### config.mk
export PLATFORM = sky130hd
export DESIGN_NAME = ds3_tx_timing
export DESIGN_NICKNAME = d
export VERILOG_FILES = /design/src/rtl/ds3_tx_timing.sv
export SDC_FILE = /design/constraint.sdc
export NUM_CORES = 1
export LEC_CHECK = 0
export BUFFER_PORTS_ARGS = -buffer_cell sky130_fd_sc_hd__buf_2
export CAP_MARGIN = 20
export CORE_UTILIZATION = 55
export DETAILED_ROUTE_END_ITERATION = 12
export GPL_TIMING_DRIVEN = 0
export PLACE_DENSITY_LB_ADDON = 0.25
export SYNTH_ARGS = -nofsm -noshare
export SYNTH_HDL_FRONTEND = slang
export SYNTH_SLANG_ARGS = --single-unit
### constraint.sdc
create_clock -name clk -period 2.67 [get_ports clk]
set_clock_uncertainty 0.1 [all_clocks]
set_input_delay 0.1335 -clock clk [delete_from_list [all_inputs] [get_ports clk]]
set_output_delay 0.1335 -clock clk [all_outputs]
set_load 0.05 [all_outputs]
### src/rtl/ds3_tx_timing.sv
module ds3_tx_timing #(
  parameter int BLK_BITS = 85,
  parameter int BLKS     = 56,
  parameter int NIB_BITS = 4
) (
  input  logic clk,
  input  logic rst_n,
  input  logic nibble_mode,
  input  logic frame_in,
  output logic gap_n,
  output logic frame_ref,
  output logic nib_clk,
  output logic nib_frame_n
);

  localparam int BB_W = $clog2(BLK_BITS);
  localparam int BK_W = $clog2(BLKS);
  localparam int PH_W = $clog2(NIB_BITS);
  localparam int NIBS = BLKS * (BLK_BITS - 1) / NIB_BITS;
  localparam int NB_W = $clog2(NIBS);

  logic [BB_W-1:0] bbit;
  logic [BK_W-1:0] blk;
  logic [PH_W-1:0] ph;
  logic [NB_W-1:0] nib;

  wire ovh     = (bbit == '0);
  wire blk_end = (bbit == BB_W'(BLK_BITS - 1));
  wire frm_end = blk_end && (blk == BK_W'(BLKS - 1));
  wire ph_end  = (ph == PH_W'(NIB_BITS - 1));
  wire realign = frame_in && !nibble_mode;

  always_ff @(posedge clk or negedge rst_n) begin
    if (!rst_n) begin
      bbit <= '0;
      blk  <= '0;
      ph   <= '0;
      nib  <= '0;
    end else if (realign) begin
      bbit <= BB_W'(1);
      blk  <= '0;
      ph   <= '0;
      nib  <= '0;
    end else if (frm_end) begin
      bbit <= '0;
      blk  <= '0;
      ph   <= '0;
      nib  <= '0;
    end else begin
      bbit <= blk_end ? '0 : bbit + 1'b1;
      if (blk_end) blk <= blk + 1'b1;
      if (!ovh) begin
        ph <= ph_end ? '0 : ph + 1'b1;
        if (ph_end) nib <= nib + 1'b1;
      end
    end
  end

  assign gap_n       = !(rst_n && ovh);
  assign frame_ref   = rst_n && ovh && (blk == '0);
  assign nib_clk     = rst_n && nibble_mode && (ph < PH_W'(NIB_BITS / 2));
  assign nib_frame_n = !(rst_n && nibble_mode && (nib == NB_W'(1)));

  AST_GAP_SINGLE: assert property (@(posedge clk) disable iff (!rst_n)
    !gap_n |=> gap_n);
  AST_REF_ON_GAP: assert property (@(posedge clk) disable iff (!rst_n)
    frame_ref |-> !gap_n);
  AST_SERIAL_QUIET: assert property (@(posedge clk) disable iff (!rst_n)
    !nibble_mode |-> (!nib_clk && nib_frame_n));
  AST_REALIGN_NEXT: assert property (@(posedge clk) disable iff (!rst_n)
    (frame_in && !nibble_mode) |=> (gap_n && !frame_ref));
  AST_NFR_START: assert property (@(posedge clk) disable iff (!rst_n)
    $fell(nib_frame_n) |-> (nib_clk && gap_n));

endmodule

After elaboration in Yosys (flattened, before gate mapping)
Cells that the tools add are included.

word-level totals
  logic and storage cells = 43
  register bits after elaboration = 26
  input port bits = 4
  output and inout bits = 4

operators by class
  add/sub/neg operators = 4
  reductions and logical operators = 15
  mux-type cells = 14
  $lt $le $gt $ge = 1
  equal/unequal tests = 5

operator list
  cell                                                                      number
  11-bit 2-to-1 mux                                                         4
  7-bit 2-to-1 mux                                                          3
  6-bit 2-to-1 mux                                                          3
  11-bit by 1-bit adder with 11-bit output (second input constant)          1
  11-bit by 1-bit == test with 1-bit output (second input constant)         1
  2-bit 2-to-1 mux                                                          4
  7-bit by 1-bit adder with 7-bit output (second input constant)            1
  7-bit == test (second input constant)                                     1
  1-bit logical AND                                                         7
  7-bit zero test                                                           1
  6-bit by 1-bit adder with 6-bit output (second input constant)            1
  6-bit == test (second input constant)                                     1
  6-bit zero test                                                           1
  3-bit nonzero test                                                        2
  1-bit zero test                                                           3
  3-bit by 1-bit inequality test with 1-bit output (second input constant)  1
  2-bit by 1-bit adder with 2-bit output (second input constant)            1
  2-bit == test (second input constant)                                     1
  2-bit less-than comparator (second input constant)                        1
  2-bit AND reduction                                                       1

Logic depth before layout (Yosys ltp)
Gate-level depths: netlist (run 1).

  word-level depth = 5
  mapped depth = 9

Least setup slack after synthesis (run 1)
OpenSTA, ideal clock, no wires.

  path type = register to output
  start point = reg bbit[0]
  end point = out frame_ref
  data required time = 2.437 ns
  cell stages (with the launch flop) = 7
  setup slack = 0.320 ns
  arrival time = 2.116 ns
  path through = dfrtp_1 > inv_1 > ha_1 > nor3b_4 > and2_1 > nand2_1 > nor2_1

on the way
  longest elaborated chain between the ends = 3

ends and longest elaborated chain
  element                         RTL line  RTL
  start: declaration              22        logic [BB_W-1:0] bbit;
  start signal: assignment        50        bbit <= blk_end ? '0 : bbit + 1'b1;
  7-bit zero test                 27        wire ovh = (bbit == '0);
  1-bit logical AND (2 in a row)  60        assign frame_ref = rst_n && ovh && (blk == '0);
  end: declaration                11        output logic frame_ref,

No other way between the ends.

Final worst setup path (run 1)
Ends and elaborated chain as after synthesis.

==> metrics.txt, run 1 <==
grt ovf=0; dominant delay contributor by cell family on the critical path=simple AND/OR/NAND/NOR gates; Register Area=approximately 650 µm²; critical-path cell list=inv_1 > ha_1 > nor3b_4 > and2_1 > nand2_1 > nor2_1 > buf_2; Seq/Total Area, Yosys=46.8%; EDFF count, synth=0; Core ar.=around 2300 µm²; Critical Path End Type=output pin; Bufs and invs on worst path=2; ANT nets after route=0; die area=about 2700 µm²; fmax=448 MHz; I/O Pins=8; endpoints failing setup=0; Clk pwr share=roughly 18%; initial antenna violation count=0; critical path's largest stage delay=roughly 0.45 ns; Mapped Nets=between 150 and 200; Nets=approximately 160; LEAKAGE=0.000743 µW; Seq cells post-synth=26; setup_tns=0 ns; setup bufs post-CTS=0; min Tclk post-route=around 2.2 ns; H-tree levels=1; Max clock buf depth=2; Gate Count Post-Synth=140; critical path data arrival time=roughly 2.0 ns; Inserted Clock Buffers=3; DRT Pass-1 Iters=4; outcome=completed; Net Sw Power=about 330 µW; Most used DFF post-synth=dfrtp_1; vias in the first global route=slightly above 1k; wire per inst=roughly 14 µm; Sw Ratio=35.3%; Int Power=between 500 and 600 µW; max cap viols=0; Max Slew Vio Count=0; fraction of layout cells with a size suffix above 1=between 10% and 20%; largest net degree at the start of global routing=29; worst min path class=in2reg; # clock sinks=26; share of the synthesized area in the top cell type=46.8%; hold-fix buffers at CTS=1; Syn-to-layout area delta=7.39%; Placer Congestion=about 0.82; clock latency on the worst-skew pair=~0.31 ns; area leader, netlist=dfrtp_1; DRT iter0 DRCs=12; Setup CP Type=reg2out; Total Routing Usage GR=between 20% and 30%; PwrDens=approximately 620 nW/µm²; Post-synth ARST share=100%; die extent in x=approximately 52 µm; RSZ-0062 raised after global routing=no; Diodes inserted=0; std cell rows=17; IR drop worst, VDD=0.000382 V; critical path startpoint category=flop; multi-input gate area in the final layout=just under 700 µm²; final WL=2.58 mm; global-route wire length before repair=4.45 mm; Starting Density=between 60% and 70%; CTS Root Cell=clkbuf_4; WP data required=2.44 ns; DRC Markers=0; PostCTS Resize Cnt=0; combinational fraction of design power=around 28%; CP Max Fanout=7; Final Hold Vio Count=0; CTS tree=built; clock slew seen by the registers of the worst setup and hold paths=about 0.14 ns; number of port buffers=7; synth top area cells=dfrtp_1, xor2_1, ha_1, nor2_1, nand3_1; Non-Filler Instances=between 150 and 200; Flop pwr share=between 50% and 60%; DP Wirelength=between 1.5 and 2 mm; CP max-delay cell=dfrtp_1; Die Span Y=approximately 52 µm; average size of a mapped cell=about 9.9 µm²; synth unique cells=28; Yosys warnings=0; routed vias=1018; Mapped Area=1390 µm²; Slew @ Worst Pin=between 0.5 and 0.6 ns; vias per cell=approximately 5.7; worst rel slew slack=60.7%; Filler cells=197; period utilization=between 80 and 90%; dpl cells=roughly 180
## synthesized netlist by cell type (all sizes together) (3+ instances only)
master  number
and3         5
buf          3
dfrtp       26
ha           7
inv          5
nand2        8
nand3       14
nand4        5
nor2        23
nor3         3
nor4         3
o21ai        4
xnor2        5
xor2        14
## flip-flops by register name, indices dropped and copies added, names as in the netlist
register  cells
blk           6
nib          11
bbit          7
ph            2
## per-layer routing
layer	up-vias	part of all wire [%]	track usage, %
met4	0	0.66	8.77
li1	504	-	-
met1	506	48	28.7
met2	6	50	38.0
met5	-	0	0
met3	2	1.5	3.48
## tightest hold or removal path, cell delays in order
cell and delay [ns]:
buf_2 0.10, nor2b_1 0.09, nor2_1 0.10
## cells by family after synthesis
| family | Yosys count | synth area share, % |
|---|---|---|
| and+or+nand+nor | 69 | 25.4 |
| DFF | 26 | 46.8 |
| xor gates and xnor gates | 19 | 12.0 |
| AOI/OAI and AO/OA | 10 | 5.50 |
| buffers and inverters | 8 | 3.24 |
| adders and majority gates | 7 | 6.31 |
| muxes | 1 | 0.721 |
## cell type report
type / instances / share of cell area [%]
Inverter: 5 / 1.26
Timing Repair Buffer: 8 / 3.02
Tap cell: 28 / 2.35
Buffer: 3 / 1.76
Multi-Input combinational cell: 106 / 46.5
Clock buffer: 3 / 1.51
Sequential cell: 26 / 43.6
## cell usage in the layout (no fill, tap or decap), drive strengths merged, types with 3 or more instances in the layout
cell / n
and3: 5
buf: 10
clkbuf: 3
dfrtp: 26
ha: 7
inv: 5
nand2: 8
nand3: 14
nand4: 5
nor2: 23
nor3: 3
nor4: 3
o21ai: 4
xnor2: 5
xor2: 14
## stage by stage
step	hold WS (ns)	power (µW)	util, %	setup slack, ns	area [µm²]
5_1_grt	0.0639	992	64.9	0.265	1490
2_1_floorplan	-0.262	696	-	0.320	1390
6_report	0.0477	925	64.9	0.437	1490
3_5_place_dp	0.0749	773	63.5	0.622	1460
4_1_cts	0.0453	933	64.9	0.430	1490
3_3_place_gp	0.0691	751	63.5	0.672	1460
## worst paths after layout
path	from	endpoint	slack, ns	depth (start not counted)
worst max-delay path	bbit[0]	frame_ref	0.44	7
worst min-delay path	nibble_mode	blk[2]	0.05	3
worst max register to register	bbit[0]	nib[0]	0.61	9
worst min register to register	nib[1]	nib[1]	0.46	1
max in group asynchronous	rst_n	blk[4]	1.83	2
min in group asynchronous	rst_n	bbit[3]	0.25	2
## power by group through the flow
stage / combinational [µW] / clock, µW / sequential, µW
after floorplan: 198 / 0 / 497
after global placement: 240 / 0 / 510
after detailed placement: 258 / 0 / 514
after CTS: 261 / 166 / 506
after global routing: 288 / 187 / 517
final: 257 / 161 / 507
(Power assumes the default switching activity.)
==> inputs of run 2 (changes only) <==
- ABC_AREA: default -> 1
- CORE_UTILIZATION: 55 -> 54
- clock period: 2.67 -> 1.9 ns (I/O delays scaled with it)
==> metrics.txt, run 2 <==
wire per inst=11.9 µm (-17%); CP startpoint=bbit[0]; Syn-to-layout area delta=14.8%; most common cell after layout, fill and taps aside=nand2_1; highest routed layer=met4; met2 WL=1.43 mm (+11%); synth top area cells=dfrtp_1, nand2_1, nand3_1, inv_1, nor2_1; max cap viols=0 (unchanged); Min-Delay Startpoint=frame_in; setup_tns=0 ns (unchanged); DRT Pass-1 Iters=4 (unchanged); Most used DFF post-synth=dfrtp_1; largest net degree at the start of global routing=27 (-6.9%); Placer Congestion=0.760 (-6.9%); Final Hold Vio Count=0 (unchanged); critical-path cell list=inv_2 > ha_4 > nand2_1 > nor2_4 > nand2_4 > nor4_4 > buf_6; DP Wirelength=2.16 mm (+13%); global-route wire length before repair=5.41 mm (+22%); EDFF count, synth=0 (unchanged); CP Max Fanout=3 (-4); Slew @ Worst Pin=0.418 ns (-0.171 ns); # clock sinks=26 (unchanged); Die Span Y=56.2 µm (+7.5%); Critical Path End Type=output pin; Total Routing Usage GR=22.2% (-0.21 points); most frequent cells in the layout=nand2_1, inv_1, nor2_1; CTS Root Cell=clkbuf_4; Filler cells=247 (+25%); multi-input gate area in the final layout=862 µm² (+24%); clock slew seen by the registers of the worst setup and hold paths=0.14 ns (about the same); area leader, netlist=dfrtp_1; Gate Count Post-Synth=216 (+54%); H-tree levels=1 (unchanged); Diodes inserted=0 (unchanged); PwrDens=871 nW/µm² (+40%); min Tclk post-route=approximately 1.8 ns; IR drop worst, VDD=0.000646 V (+69%); routed vias=1382 (+36%); number of port buffers=7 (unchanged); ANT nets after route=0 (unchanged); critical path data arrival time=1.58 ns (-0.42 ns); std cell rows=19 (+2); fraction of layout cells with a size suffix above 1=16.2% (+5.6 points); critical path's largest stage delay=0.41 ns (-0.04 ns); Reg2Reg Depth=6 (-3); wire length on met3=57 µm (+50%); Register Area=654 µm² (+0.58%); max FFs per register=11 (unchanged); most common cell in the netlist=nand2_1; I/O Pins=8 (unchanged); Max clock buf depth=2 (unchanged); dominant delay contributor by cell family on the critical path=simple AND/OR/NAND/NOR gates; RSZ-0062 raised after global routing=no; Nets=246 (+50%); DRT met1 WL=1.61 mm (+31%); Core ar.=2760 µm² (+20%); initial antenna violation count=0 (unchanged); worst rel slew slack=72.0% (+11 points); Seq/Total Area, Yosys=41.0% (-5.8 points); largest register by flop count=nib; period utilization=between 90 and 100%; vias in the first global route=1205 (+17%); share of the synthesized area in the top cell type=41.0% (-5.8 points); top cells by count, synth=nand2_1, inv_1, nor2_1; endpoints failing setup=0 (unchanged); outcome=completed; WHS Path Cells=3 (unchanged); fin area=1820 µm² (+22%); die area=3160 µm² (+16%); clock latency on the worst-skew pair=0.34 ns (+0.03 ns); critical path depth in cells=7 (unchanged); synth unique cells=22 (-21%); vias per cell=5.22 (-8.3%); Post-synth ARST share=100% (unchanged); Starting Density=57.5% (-3.0 points); DRT iter0 DRCs=37 (+25); Setup CP Type=reg2out; WP data required=1.70 ns (-0.74 ns); Mapped Area=1590 µm² (+14%); placed inst area=1680 µm² (+15%); Inserted Clock Buffers=3 (unchanged); Seq cells post-synth=26 (unchanged); fmax=~560 MHz; Yosys warnings=0 (unchanged); Top Registers=nib: 11 flops, bbit: 7 flops, blk: 6 flops; worst min path class=in2reg; CP max-delay cell=dfrtp_1; DRC Markers=0 (unchanged); Max Slew Vio Count=0 (unchanged); grt ovf=0 (unchanged); CTS tree=built; final WL=3.15 mm (+22%); Mapped Nets=227 (+50%); LEAKAGE=0.000889 µW (+20%); average size of a mapped cell=7.34 µm² (-26%); die extent in x=56.2 µm (+7.5%); FF-to-FF Start=bbit[4]; Bufs and invs on worst path=2 (unchanged); critical path startpoint category=flop
run 2: cell types whose count changed after synthesis, sizes merged, moves of 4 or more:
cell / previous run / this run
nand2: 8 / 58
inv: 5 / 29
nand3: 14 / 24
xor2: 14 / 4
nor2: 23 / 32
o21ai: 4 / 12
a21oi: 2 / 9
and3: 5 / 0
xnor2: 5 / 1
run 2: metal layers:
metal | track usage (%) | vias up
met1 | 32.4 | 627
met2 | 34.0 | 14
met4 | 9.41 | 0
met3 | 2.09 | 5
met5 | 0 | -
li1 | - | 736
run 2: power breakdown:
part	total, µW	internal [µW]	switching [µW]	leakage, µW
combinational	586	219	366	0.000520
sequential	703	631	71.4	0.000348
clock	298	118	180	0.0000210
total	1590	968	618	0.000889
run 2: path summary, 6_finish.rpt:
kind / end / slack (ns)
worst min register to register: bbit[6] / 0.41
worst max-delay path: frame_ref / 0.12
worst max register to register: bbit[2] / 0.31
worst min-delay path: bbit[0] / 0.01
max in group asynchronous: bbit[6] / 1.32
min in group asynchronous: nib[10] / 0.22
run 2: logic make-up (layout without fill, tap and decap cells):
group / Yosys count / in the layout / synth area share [%]
AO/OA/AOI/OAI: 22 / 22 / 7.34
XOR/XNOR: 5 / 5 / 2.76
adder cells (fa/ha/maj): 7 / 7 / 5.52
buffers and inverters: 30 / 48 / 7.58
flip-flops: 26 / 26 / 41.0
AND/OR/NAND/NOR: 126 / 126 / 35.8
run 2: layout make-up:
| cell class | count | area share, % |
|---|---|---|
| sequential | 26 | 35.9 |
| timing repair buffer | 14 | 5.98 |
| inverter | 29 | 5.98 |
| multi-input combinational | 160 | 47.4 |
| tap | 31 | 2.13 |
| buffer | 1 | 0.619 |
| clock buffer | 4 | 1.99 |
run 2: per-stage QoR:
stage               util [%]  hold slack [ns]  power (µW)  cells  setup slack [ns]
global placement        61.1           0.0559        1190    254             0.191
detailed placement      61.1           0.0603        1200    254             0.177
finish                  66.0           0.0124        1590    265             0.121
CTS                     65.6          0.00467        1580    265            0.0205
global route            66.0           0.0322        1700    265            0.0372
floorplan                  -           -0.301        1090    216            0.0461
run 2: repair_timing:
item,CTS,global route
endpoints found under the hold margin,26,0
gates resized for setup,8,4
endpoints found under the setup margin,1,1
setup buffers,5,0
hold buffers,2,0
pin swaps,1,2
run 2: worst min-delay path, delay by kind of cell:
family                 cells  cell delay, ns
AO/OA/AOI/OAI              1            0.11
buffers and inverters      1            0.08
AND/OR/NAND/NOR            1            0.13
